<file path="config.mk">
export PLATFORM = sky130hd
export DESIGN_NAME = crc16_stream_gen
export DESIGN_NICKNAME = d
export VERILOG_FILES = /design/src/rtl/crc16_pkg.sv /design/src/rtl/crc16_align_pipe.sv /design/src/rtl/crc16_word_engine.sv /design/src/rtl/crc16_tail_inserter.sv /design/src/rtl/crc16_stream_gen.sv
export SDC_FILE = /design/constraint.sdc
export NUM_CORES = 1
export LEC_CHECK = 0
export BUFFER_PORTS_ARGS = -buffer_cell sky130_fd_sc_hd__buf_2
export CAP_MARGIN = 20
export CORE_MARGIN = 3
export CORE_UTILIZATION = 40
export CTS_BUF_LIST = sky130_fd_sc_hd__clkbuf_8
export CTS_CLUSTER_SIZE = 25
export DETAILED_ROUTE_END_ITERATION = 10
export PLACE_DENSITY = 0.65
export RECOVER_POWER = 100
export SKIP_CTS_REPAIR_TIMING = 1
export SLEW_MARGIN = 40
export SYNTH_ARGS = -nofsm -noshare
export SYNTH_HDL_FRONTEND = slang
export SYNTH_SLANG_ARGS = --single-unit
</file>
<file path="constraint.sdc">
create_clock -name clk -period 2.2 [get_ports clk]
set_input_delay 0.33 -clock clk [delete_from_list [all_inputs] [get_ports clk]]
set_output_delay 0.33 -clock clk [all_outputs]
set_load 0.005 [all_outputs]
</file>
<file path="src/rtl/crc16_pkg.sv">
package crc16_pkg;

  localparam logic [15:0] CRC_POLY = 16'h1021;
  localparam logic [15:0] CRC_SEED = 16'hFFFF;
  localparam logic [15:0] CRC_XOUT = 16'hFFFF;

  // Advance the remainder by the low nbits of word, highest of those bits first.
  function automatic logic [15:0] crc_advance(input logic [15:0] cur,
                                              input logic [15:0] word,
                                              input int unsigned nbits);
    logic [15:0] r;
    logic        fb;
    r = cur;
    for (int i = 15; i >= 0; i--) begin
      if (i < int'(nbits)) begin
        fb = r[15] ^ word[i];
        r  = {r[14:0], 1'b0} ^ (fb ? CRC_POLY : 16'h0000);
      end
    end
    return r;
  endfunction

endpackage

</file>
<file path="src/rtl/crc16_align_pipe.sv">
module crc16_align_pipe #(
  parameter int W     = 8,
  parameter int DEPTH = 4
) (
  input  logic         clk,
  input  logic         rst,
  input  logic         in_valid,
  input  logic         in_start,
  input  logic         in_end,
  input  logic [W-1:0] in_data,
  output logic         dl_valid,
  output logic         dl_start,
  output logic         dl_end,
  output logic [W-1:0] dl_data
);

  logic [DEPTH-1:0] v_q, s_q, e_q;
  logic [W-1:0]     d_q [DEPTH];

  always_ff @(posedge clk) begin
    if (rst) begin
      v_q <= '0;
      s_q <= '0;
      e_q <= '0;
    end else begin
      v_q <= {v_q[DEPTH-2:0], in_valid};
      s_q <= {s_q[DEPTH-2:0], in_valid & in_start};
      e_q <= {e_q[DEPTH-2:0], in_valid & in_end};
    end
  end

  for (genvar g = 0; g < DEPTH; g++) begin : g_stage
    if (g == 0) begin : g_head
      always_ff @(posedge clk) d_q[0] <= in_data;
    end else begin : g_body
      always_ff @(posedge clk) d_q[g] <= d_q[g-1];
    end
  end

  assign dl_valid = v_q[DEPTH-1];
  assign dl_start = s_q[DEPTH-1];
  assign dl_end   = e_q[DEPTH-1];
  assign dl_data  = d_q[DEPTH-1];

endmodule

</file>
<file path="src/rtl/crc16_word_engine.sv">
module crc16_word_engine
  import crc16_pkg::*;
#(
  parameter int W = 8
) (
  input  logic         clk,
  input  logic         rst,
  input  logic         in_valid,
  input  logic         in_start,
  input  logic         in_end,
  input  logic [W-1:0] in_data,
  input  logic         pop,
  output logic         capture,
  output logic [15:0]  csum_head
);

  logic        in_frame_q;
  logic [15:0] crc_q;
  logic        take;
  logic [15:0] base, nxt;

  assign take    = in_valid && (in_start || in_frame_q);
  assign base    = in_start ? CRC_SEED : crc_q;
  assign nxt     = crc_advance(base, 16'(in_data), W);
  assign capture = take && in_end;

  always_ff @(posedge clk) begin
    if (rst) begin
      in_frame_q <= 1'b0;
      crc_q      <= CRC_SEED;
    end else if (take) begin
      crc_q      <= nxt;
      in_frame_q <= !in_end;
    end
  end

  // Two finished checksums may wait for the tail inserter at once.
  logic [15:0] slot_q [2];
  logic        wr_q, rd_q;
  logic [1:0]  occ_q;

  always_ff @(posedge clk) begin
    if (capture) slot_q[wr_q] <= nxt ^ CRC_XOUT;
  end

  always_ff @(posedge clk) begin
    if (rst) begin
      wr_q  <= 1'b0;
      rd_q  <= 1'b0;
      occ_q <= 2'd0;
    end else begin
      if (capture) wr_q <= ~wr_q;
      if (pop)     rd_q <= ~rd_q;
      occ_q <= occ_q + 2'(capture) - 2'(pop);
    end
  end

  assign csum_head = slot_q[rd_q];

  // the inserter only takes a checksum that has been stored.
  p_pop_has_slot_r8: assert property (@(posedge clk) disable iff (rst)
    pop |-> occ_q != 2'd0);

  // back-to-back frames never overrun the two slots.
  p_slot_room_r8: assert property (@(posedge clk) disable iff (rst)
    capture |-> (occ_q != 2'd2 || pop));

endmodule

</file>
<file path="src/rtl/crc16_tail_inserter.sv">
module crc16_tail_inserter #(
  parameter int W = 8
) (
  input  logic         clk,
  input  logic         rst,
  input  logic         dl_valid,
  input  logic         dl_start,
  input  logic         dl_end,
  input  logic [W-1:0] dl_data,
  input  logic [15:0]  csum_head,
  output logic         pop,
  output logic         tail_active,
  output logic         out_valid,
  output logic         out_start,
  output logic         out_end,
  output logic [W-1:0] out_data
);

  localparam int NW = 16 / W;
  localparam int CW = $clog2(NW + 1);

  logic [CW-1:0] left_q;
  logic [15:0]   sh_q;

  assign pop         = dl_valid && dl_end;
  assign tail_active = left_q != '0;

  always_ff @(posedge clk) begin
    if (rst)              left_q <= '0;
    else if (pop)         left_q <= CW'(NW);
    else if (tail_active) left_q <= left_q - CW'(1);
  end

  always_ff @(posedge clk) begin
    if (pop)              sh_q <= csum_head;
    else if (tail_active) sh_q <= sh_q << W;
  end

  assign out_valid = dl_valid || tail_active;
  assign out_start = dl_valid && dl_start;
  assign out_end   = tail_active && (left_q == CW'(1));
  assign out_data  = tail_active ? sh_q[15 -: W] : dl_data;

  // no start strobe while checksum words are on the output.
  p_start_quiet_tail_r5: assert property (@(posedge clk) disable iff (rst)
    tail_active |-> !out_start);

  // the source kept its idle gap, so no message word collides with the tail.
  p_tail_no_collision_r8: assert property (@(posedge clk) disable iff (rst)
    tail_active |-> !dl_valid);

  // the end strobe never sits on a message word.
  p_end_not_on_msg_r6: assert property (@(posedge clk) disable iff (rst)
    dl_valid |-> !out_end);

endmodule

</file>
<file path="src/rtl/crc16_stream_gen.sv">
module crc16_stream_gen #(
  parameter int DATA_W = 8
) (
  input  logic              clk,
  input  logic              rst,
  input  logic              in_valid,
  input  logic              in_start,
  input  logic              in_end,
  input  logic [DATA_W-1:0] in_data,
  output logic              out_valid,
  output logic              out_start,
  output logic              out_end,
  output logic [DATA_W-1:0] out_data
);

  localparam int NWORDS = 16 / DATA_W;
  localparam int LAT    = NWORDS + 2;

  // only widths that split sixteen bits evenly are accepted.
  if (DATA_W != 1 && DATA_W != 2 && DATA_W != 4 && DATA_W != 8 && DATA_W != 16) begin : g_width_check
    $error("crc16_stream_gen: DATA_W must be 1, 2, 4, 8 or 16");
  end

  logic              dl_valid, dl_start, dl_end;
  logic [DATA_W-1:0] dl_data;
  logic              pop, capture, tail_active;
  logic [15:0]       csum_head;

  crc16_word_engine #(.W(DATA_W)) u_engine (
    .clk       (clk),
    .rst       (rst),
    .in_valid  (in_valid),
    .in_start  (in_start),
    .in_end    (in_end),
    .in_data   (in_data),
    .pop       (pop),
    .capture   (capture),
    .csum_head (csum_head)
  );

  crc16_align_pipe #(.W(DATA_W), .DEPTH(LAT)) u_pipe (
    .clk      (clk),
    .rst      (rst),
    .in_valid (in_valid),
    .in_start (in_start),
    .in_end   (in_end),
    .in_data  (in_data),
    .dl_valid (dl_valid),
    .dl_start (dl_start),
    .dl_end   (dl_end),
    .dl_data  (dl_data)
  );

  crc16_tail_inserter #(.W(DATA_W)) u_tail (
    .clk         (clk),
    .rst         (rst),
    .dl_valid    (dl_valid),
    .dl_start    (dl_start),
    .dl_end      (dl_end),
    .dl_data     (dl_data),
    .csum_head   (csum_head),
    .pop         (pop),
    .tail_active (tail_active),
    .out_valid   (out_valid),
    .out_start   (out_start),
    .out_end     (out_end),
    .out_data    (out_data)
  );

  // reset silences every output strobe one cycle later.
  p_reset_quiet_r9: assert property (@(posedge clk)
    rst |=> (!out_valid && !out_start && !out_end));

  // a frame end reaches the tail inserter only after its checksum was captured.
  p_capture_before_pop_r8: assert property (@(posedge clk) disable iff (rst)
    capture |=> !tail_active || !pop);

endmodule

</file>
==> out/results.ini, run 1 <==
[clock_network]
cts_tree=done
clock-sinks=114
ctsHtreeMaxLevel=4
cts_buffer_depth=2
cts-root-buf=clkbuf_8
cts_buffers=17
clock_latency_ps=420
path_clk_slew_ps=70

[detailed_routing]
via_count=2338
drc=0
drt_iter0_drc=159
wl_per_cell_um=14.1
ant_nets=0
wl_um=7010
dr.pass1.iters=4
detail_route.vias_per_cell=4.69

[sta]
period_minus_slack_ps=1920
hold_ws_ps=55.6
max_slew.worst_pin.slew_ps=1100
drv_slew=0
setup_viol=0
setup_ws_ps=284
fin_crit_sh_pct=87.1
rsz0062_at_grt=false
max_freq_ghz=0.522
slew_headroom_pct=26.7
fin_skew_ps=10.0
finalHoldViolations=0
tns_ps=0

[cells_and_area]
design_area_um2=4880
layout.cells.non_filler=498
layout.nets=365
area_growth_syn_to_layout_pct=16.9
utilization_pct=49.0
drive_above_1_share_pct=15.9
antenna_cells=0

[worst_setup_path]
cp_num_buf_inv=0
cp_slowest_cell=o21ai_0
cp.depth=4
cp.required_ps=2340
critPathKind=reg2reg
crit_path_end_kind=flip-flop
crit_start=u_engine.crc_q[12]
r2r_end=u_engine.slot_q[0][5]
cp-start-kind=flip-flop
reg2regPathDepth=4
arrival_ps=2050
r2r_start=u_engine.crc_q[12]
cp_top_family=compound AO/OA/AOI/OAI gates
reg2reg_slack_ps=280
cp_cell_sequence=xnor2_1 > o21ai_0 > nand2_1 > xor2_1
cpPeakStageDelay_ps=570
path_max_fanout=5

[place]
dp.final_hpwl_um=4600
place_ws_ps=423
io_buffer_count=23
post_dp_cell_area_um2=4470
place_congestion=0.793
dp_cells=466

[synthesis]
yosysUniqueCellTypes=37
synth_nets=328
avgSynthCellArea_um2=13.2
synth_area_um2=4170
synthCells=315
yosys_warnings=0
yosysSeqAreaShare_pct=66.2
synth-seq-cells=114

[floorplan]
coreArea_um2=9950
die_h_um=108
die_w_um=108
initial_core_util_pct=41.9
top_level_ports=24
fp.dieArea_um2=11700
row_count=36

[grt]
grt-ovfl-total=0
grt_usage_pct=13.3
grt_pass1_vias=2337
grt_start_max_net_pins=28
grt_pass1_wl_um=11500
antenna_found_initial=0

[pwr]
power_mw=4.93
vdd_drop_max_v=0.000396
power_density_nw_per_um2=1010
p_leak_nw=1.83

[min_path]
hp-start=in_data[0]
min_to=u_pipe.d_q[0][0]
min_delay_path_depth=1
hp-class=in2reg

[job]
maxCapViolCount=0

[run_status]
status=completed

[worst max-delay path by stage]
stage | end | slack (ps)
3_5_place_dp | u_engine.slot_q[0][7] | 420
3_3_place_gp | u_engine.slot_q[1][12] | 520
5_1_grt | u_engine.slot_q[1][0] | 160
4_1_cts | out_data[7] | 290
2_1_floorplan | u_engine.slot_q[0][0] | 240
6_report | u_engine.slot_q[0][5] | 280
[sequential cells by signal, summed over array words and instances (netlist names), named ones only]
signal               count
u_pipe.d_q              32
u_engine.rd_q            1
u_pipe.s_q               4
u_engine.crc_q          16
u_pipe.v_q               4
u_tail.left_q            2
u_tail.sh_q             16
u_engine.in_frame_q      1
u_engine.slot_q         32
u_pipe.e_q               4
u_engine.wr_q            1
[metal layers]
layer / part of all wire (%) / track usage (%)
met1: 48 / 16.2
met2: 47 / 20.6
met3: 3.6 / 5.61
met4: 1.3 / 6.22
met5: 0 / 0
[cell usage after synthesis, drive strengths merged]
library cell	n	area [um2]
dfxtp	66	1320
edfxtp	48	1440
nor2	27	101
nand2	22	82.6
xnor2	22	193
mux2i	18	180
nor2b	11	68.8
nor3	10	50.1
o21ai	10	53.8
clkbuf	8	30.0
mux2	8	90.1
o211ai	8	60.1
buf	7	43.8
xor2	7	61.3
a211oi	6	45.0
and2	5	31.3
and3	5	31.3
o21a	4	30.0
xor3	4	95.1
or2	3	18.8
a21oi	2	10.0
nor4	2	12.5
nor4b	2	17.5
o31a	2	17.5
or3	2	17.5
a2111oi	1	27.5
and4	1	10.0
dlygate4sd1	1	8.76
inv	1	3.75
o211a	1	10.0
o311ai	1	8.76
[cell usage in the layout, fill, tap and decap left out, drive strengths merged, types with 7 or more instances in the layout]
cell type / n
mux2i: 18
nor2b: 11
clkbuf: 42
nand2: 22
xnor2: 22
xor2: 7
edfxtp: 48
nor3: 10
mux2: 8
o21ai: 10
dfxtp: 66
o211ai: 8
buf: 15
nor2: 27
[logic make-up after synthesis]
logic type | Yosys count | synth area share, %
AO/OA/AOI/OAI | 35 | 6.30
flip-flops | 114 | 66.2
buffers and inverters | 17 | 2.07
XOR/XNOR | 33 | 8.37
AND/OR/NAND/NOR | 90 | 10.6
multiplexers | 26 | 6.48
[final cells by class]
cell class,count,area [um2]
Clock buffer,23,317
Clock inverter,9,148
Fill cell,892,5070
Inverter,1,3.75
Multi-Input combinational cell,184,1320
Sequential cell,114,2760
Tap cell,133,166
Timing Repair Buffer,34,159
[report_power, final]
group / internal, mW / switching (mW) / total, mW
logic: 0.159 / 0.195 / 0.354
clock network: 1.41 / 0.803 / 2.22
registers: 2.32 / 0.0445 / 2.36
total: 3.89 / 1.04 / 4.93
Power figures use the tool's default switching activity.
==> run 2: changes to the inputs <==
--- a/config.mk
+++ b/config.mk
@@ -5,14 +5,15 @@
 export SDC_FILE = /design/constraint.sdc
 export NUM_CORES = 1
 export LEC_CHECK = 0
+export ABC_AREA = 1
 export BUFFER_PORTS_ARGS = -buffer_cell sky130_fd_sc_hd__buf_2
 export CAP_MARGIN = 20
 export CORE_MARGIN = 3
-export CORE_UTILIZATION = 40
+export CORE_UTILIZATION = 48
 export CTS_BUF_LIST = sky130_fd_sc_hd__clkbuf_8
 export CTS_CLUSTER_SIZE = 25
 export DETAILED_ROUTE_END_ITERATION = 10
-export PLACE_DENSITY = 0.65
+export PLACE_DENSITY = 0.74
 export RECOVER_POWER = 100
 export SKIP_CTS_REPAIR_TIMING = 1
 export SLEW_MARGIN = 40
==> run 2 against run 1 <==
  * Die area shrank 15%
  * Critical path depth is the same
  * Setup slack lost 61 ps
  * First-iteration DRC count shrank 26%
  * Count of clock-buffer cells in the layout shrank 4
  * Sequential power is essentially flat
  * Hold slack gained 25 ps
  * Clock power shrank 7%
  * Via count grew 17%
  * Sequential cell count is the same
  * Register-to-register slack gained 70 ps
  * Highest routed layer unchanged
==> out/results.ini, run 2 <==
[floorplan]
fp.dieArea_um2=9930
die_w_um=99.6
row_count=33
initial_core_util_pct=50.2
coreArea_um2=8380
die_h_um=99.6
top_level_ports=24

[grt]
grtUsageMet2_pct=26.9
grt_use_met3_pct=5.89
grt-ovfl-total=0
antenna_found_initial=0
grt_start_max_net_pins=28
grt_pass1_vias=2758
grt_use_met1_pct=20.6
grt_pass1_wl_um=12800
grt.busiest_layer=met2
grt_usage_pct=16.9

[cells_and_area]
area_growth_syn_to_layout_pct=13.6
final_cell_mix=nand2_1 (114), dfxtp_1 (66), inv_1 (51)
top_regs=u_engine.slot_q: 32 flops, u_pipe.d_q: 32 flops
layout.nets=468
final_common_cell=nand2_1
antenna_cells=0
drive_above_1_share_pct=13.5
nFillCells=722

[pwr]
power_density_nw_per_um2=977
p_seq_share_pct=49.9
vdd_drop_max_v=0.000444
swShare_pct=21.6
p_leak_nw=2.05
p_int_mw=3.66
p_sw_mw=1.01
p_comb_share_pct=5.7
p_clk_share_pct=44.4

[place]
place_congestion=0.876
io_buffer_count=23
dp.final_hpwl_um=4970

[clock_network]
clock-sinks=114
cts_buffer_depth=2
cts_tree=done
clock_latency_ps=410
ctsHtreeMaxLevel=4
cts_buffers=17
cts-root-buf=clkbuf_8
path_clk_slew_ps=70

[synthesis]
synth_top_cell_by_area=edfxtp_1
synth_area_leaders=edfxtp_1 (34%), dfxtp_1 (31%), nand2_1 (9.5%)
synth_area_um2=4210
synth_common_cells=nand2_1 (106), dfxtp_1 (66), edfxtp_1 (48), inv_1 (48), nor2_1 (43)
synthArstFlopShare_pct=0
synthCells=421
yosysSeqAreaShare_pct=65.7
yosys_warnings=0
synth_top_area_share_pct=34.3
synth_edf_count=48
yosysUniqueCellTypes=29
synth_flop_cell=dfxtp_1
avgSynthCellArea_um2=9.99
synth-seq-cells=114
yosys.cell_count.top_type=nand2_1
synth_nets=434

[detailed_routing]
ant_nets=0
drt_iter0_drc=117
wl_um=7470
drc=0
wl_per_cell_um=13.0
via_count=2746
dr.pass1.iters=4
detail_route.vias_per_cell=4.79

[run_status]
status=completed

[sta]
max_freq_ghz=0.506
finalHoldViolations=0
fin_skew_ps=11.3
rsz0062_at_grt=false
slew_headroom_pct=34.8
hold_ws_ps=80.6
setup_viol=0
drv_slew=0
fin_crit_sh_pct=89.9
max_slew.worst_pin.slew_ps=977
period_minus_slack_ps=1980
tns_ps=0

[worst_setup_path]
cp_slowest_cell=dfxtp_1
path_max_fanout=9
arrival_ps=1650
crit_path_end_kind=primary output
cp_num_buf_inv=2
cp-start-kind=flip-flop
r2r_start=u_engine.in_frame_q
critPathKind=reg2out
crit_start=u_tail.left_q[0]
cp.required_ps=1870
cp_cell_sequence=nor2_1 > buf_4 > mux2_2 > buf_2
cpPeakStageDelay_ps=340
cp_top_family=buffers and inverters

[job]
maxCapViolCount=0

[min_path]
hp-start=in_data[1]
hp-class=in2reg

run 2: final cells by class:
class	count	area [um2]	area share (%)
repair buffers	29	134	2.80
well taps	105	131	2.75
inverters	51	194	4.06
multi-input cells	242	1130	23.7
clock inverters	13	168	3.51
flip-flops and latches	114	2760	57.8
clock buffers	19	262	5.47
run 2: final timing paths:
path,to,slack (ps),cells past startpoint
max,out_data[2],220,4
min,u_pipe.d_q[0][1],80,1
max reg2reg,u_engine.slot_q[0][5],350,5
min reg2reg,u_pipe.d_q[1][6],330,0
run 2: through the flow:
| step | instances | utilization (%) | power, mW | area (um2) | worst slack (ps) |
|---|---|---|---|---|---|
| final | 573 | 57.1 | 4.67 | 4780 | 222 |
| after global routing | 573 | 57.1 | 4.87 | 4780 | 90.7 |
| after global placement | 541 | 52.5 | 2.64 | 4400 | 384 |
| after detailed placement | 541 | 52.5 | 2.65 | 4400 | 344 |
| after CTS | 573 | 57.6 | 4.71 | 4830 | 177 |
| after floorplan | 421 | - | 2.58 | 4210 | 222 |
run 2: metal layers:
| metal | vias to the layer above | share of wire (%) |
|---|---|---|
| met5 | - | 0 |
| met3 | 7 | 6.0 |
| met4 | 0 | 1.1 |
| met2 | 72 | 48 |
| met1 | 1244 | 45 |
| li1 | 1423 | - |
run 2: kinds of logic (layout without fill, tap and decap cells):
group | after synthesis | count (layout) | synth area share (%)
compound gates | 41 | 41 | 5.59
buf+inv | 65 | 112 | 6.99
mux | 8 | 8 | 2.14
xor+xnor | 1 | 1 | 0.208
flops | 114 | 114 | 65.7
simple gates | 192 | 192 | 19.4
run 2: power groups by stage:
stage | Combinational, mW | Clock, mW | Sequential (mW)
2_1_floorplan | 0.210 | 0 | 2.37
3_3_place_gp | 0.267 | 0 | 2.37
3_5_place_dp | 0.276 | 0 | 2.38
4_1_cts | 0.279 | 2.10 | 2.33
5_1_grt | 0.313 | 2.21 | 2.34
6_report | 0.266 | 2.07 | 2.33
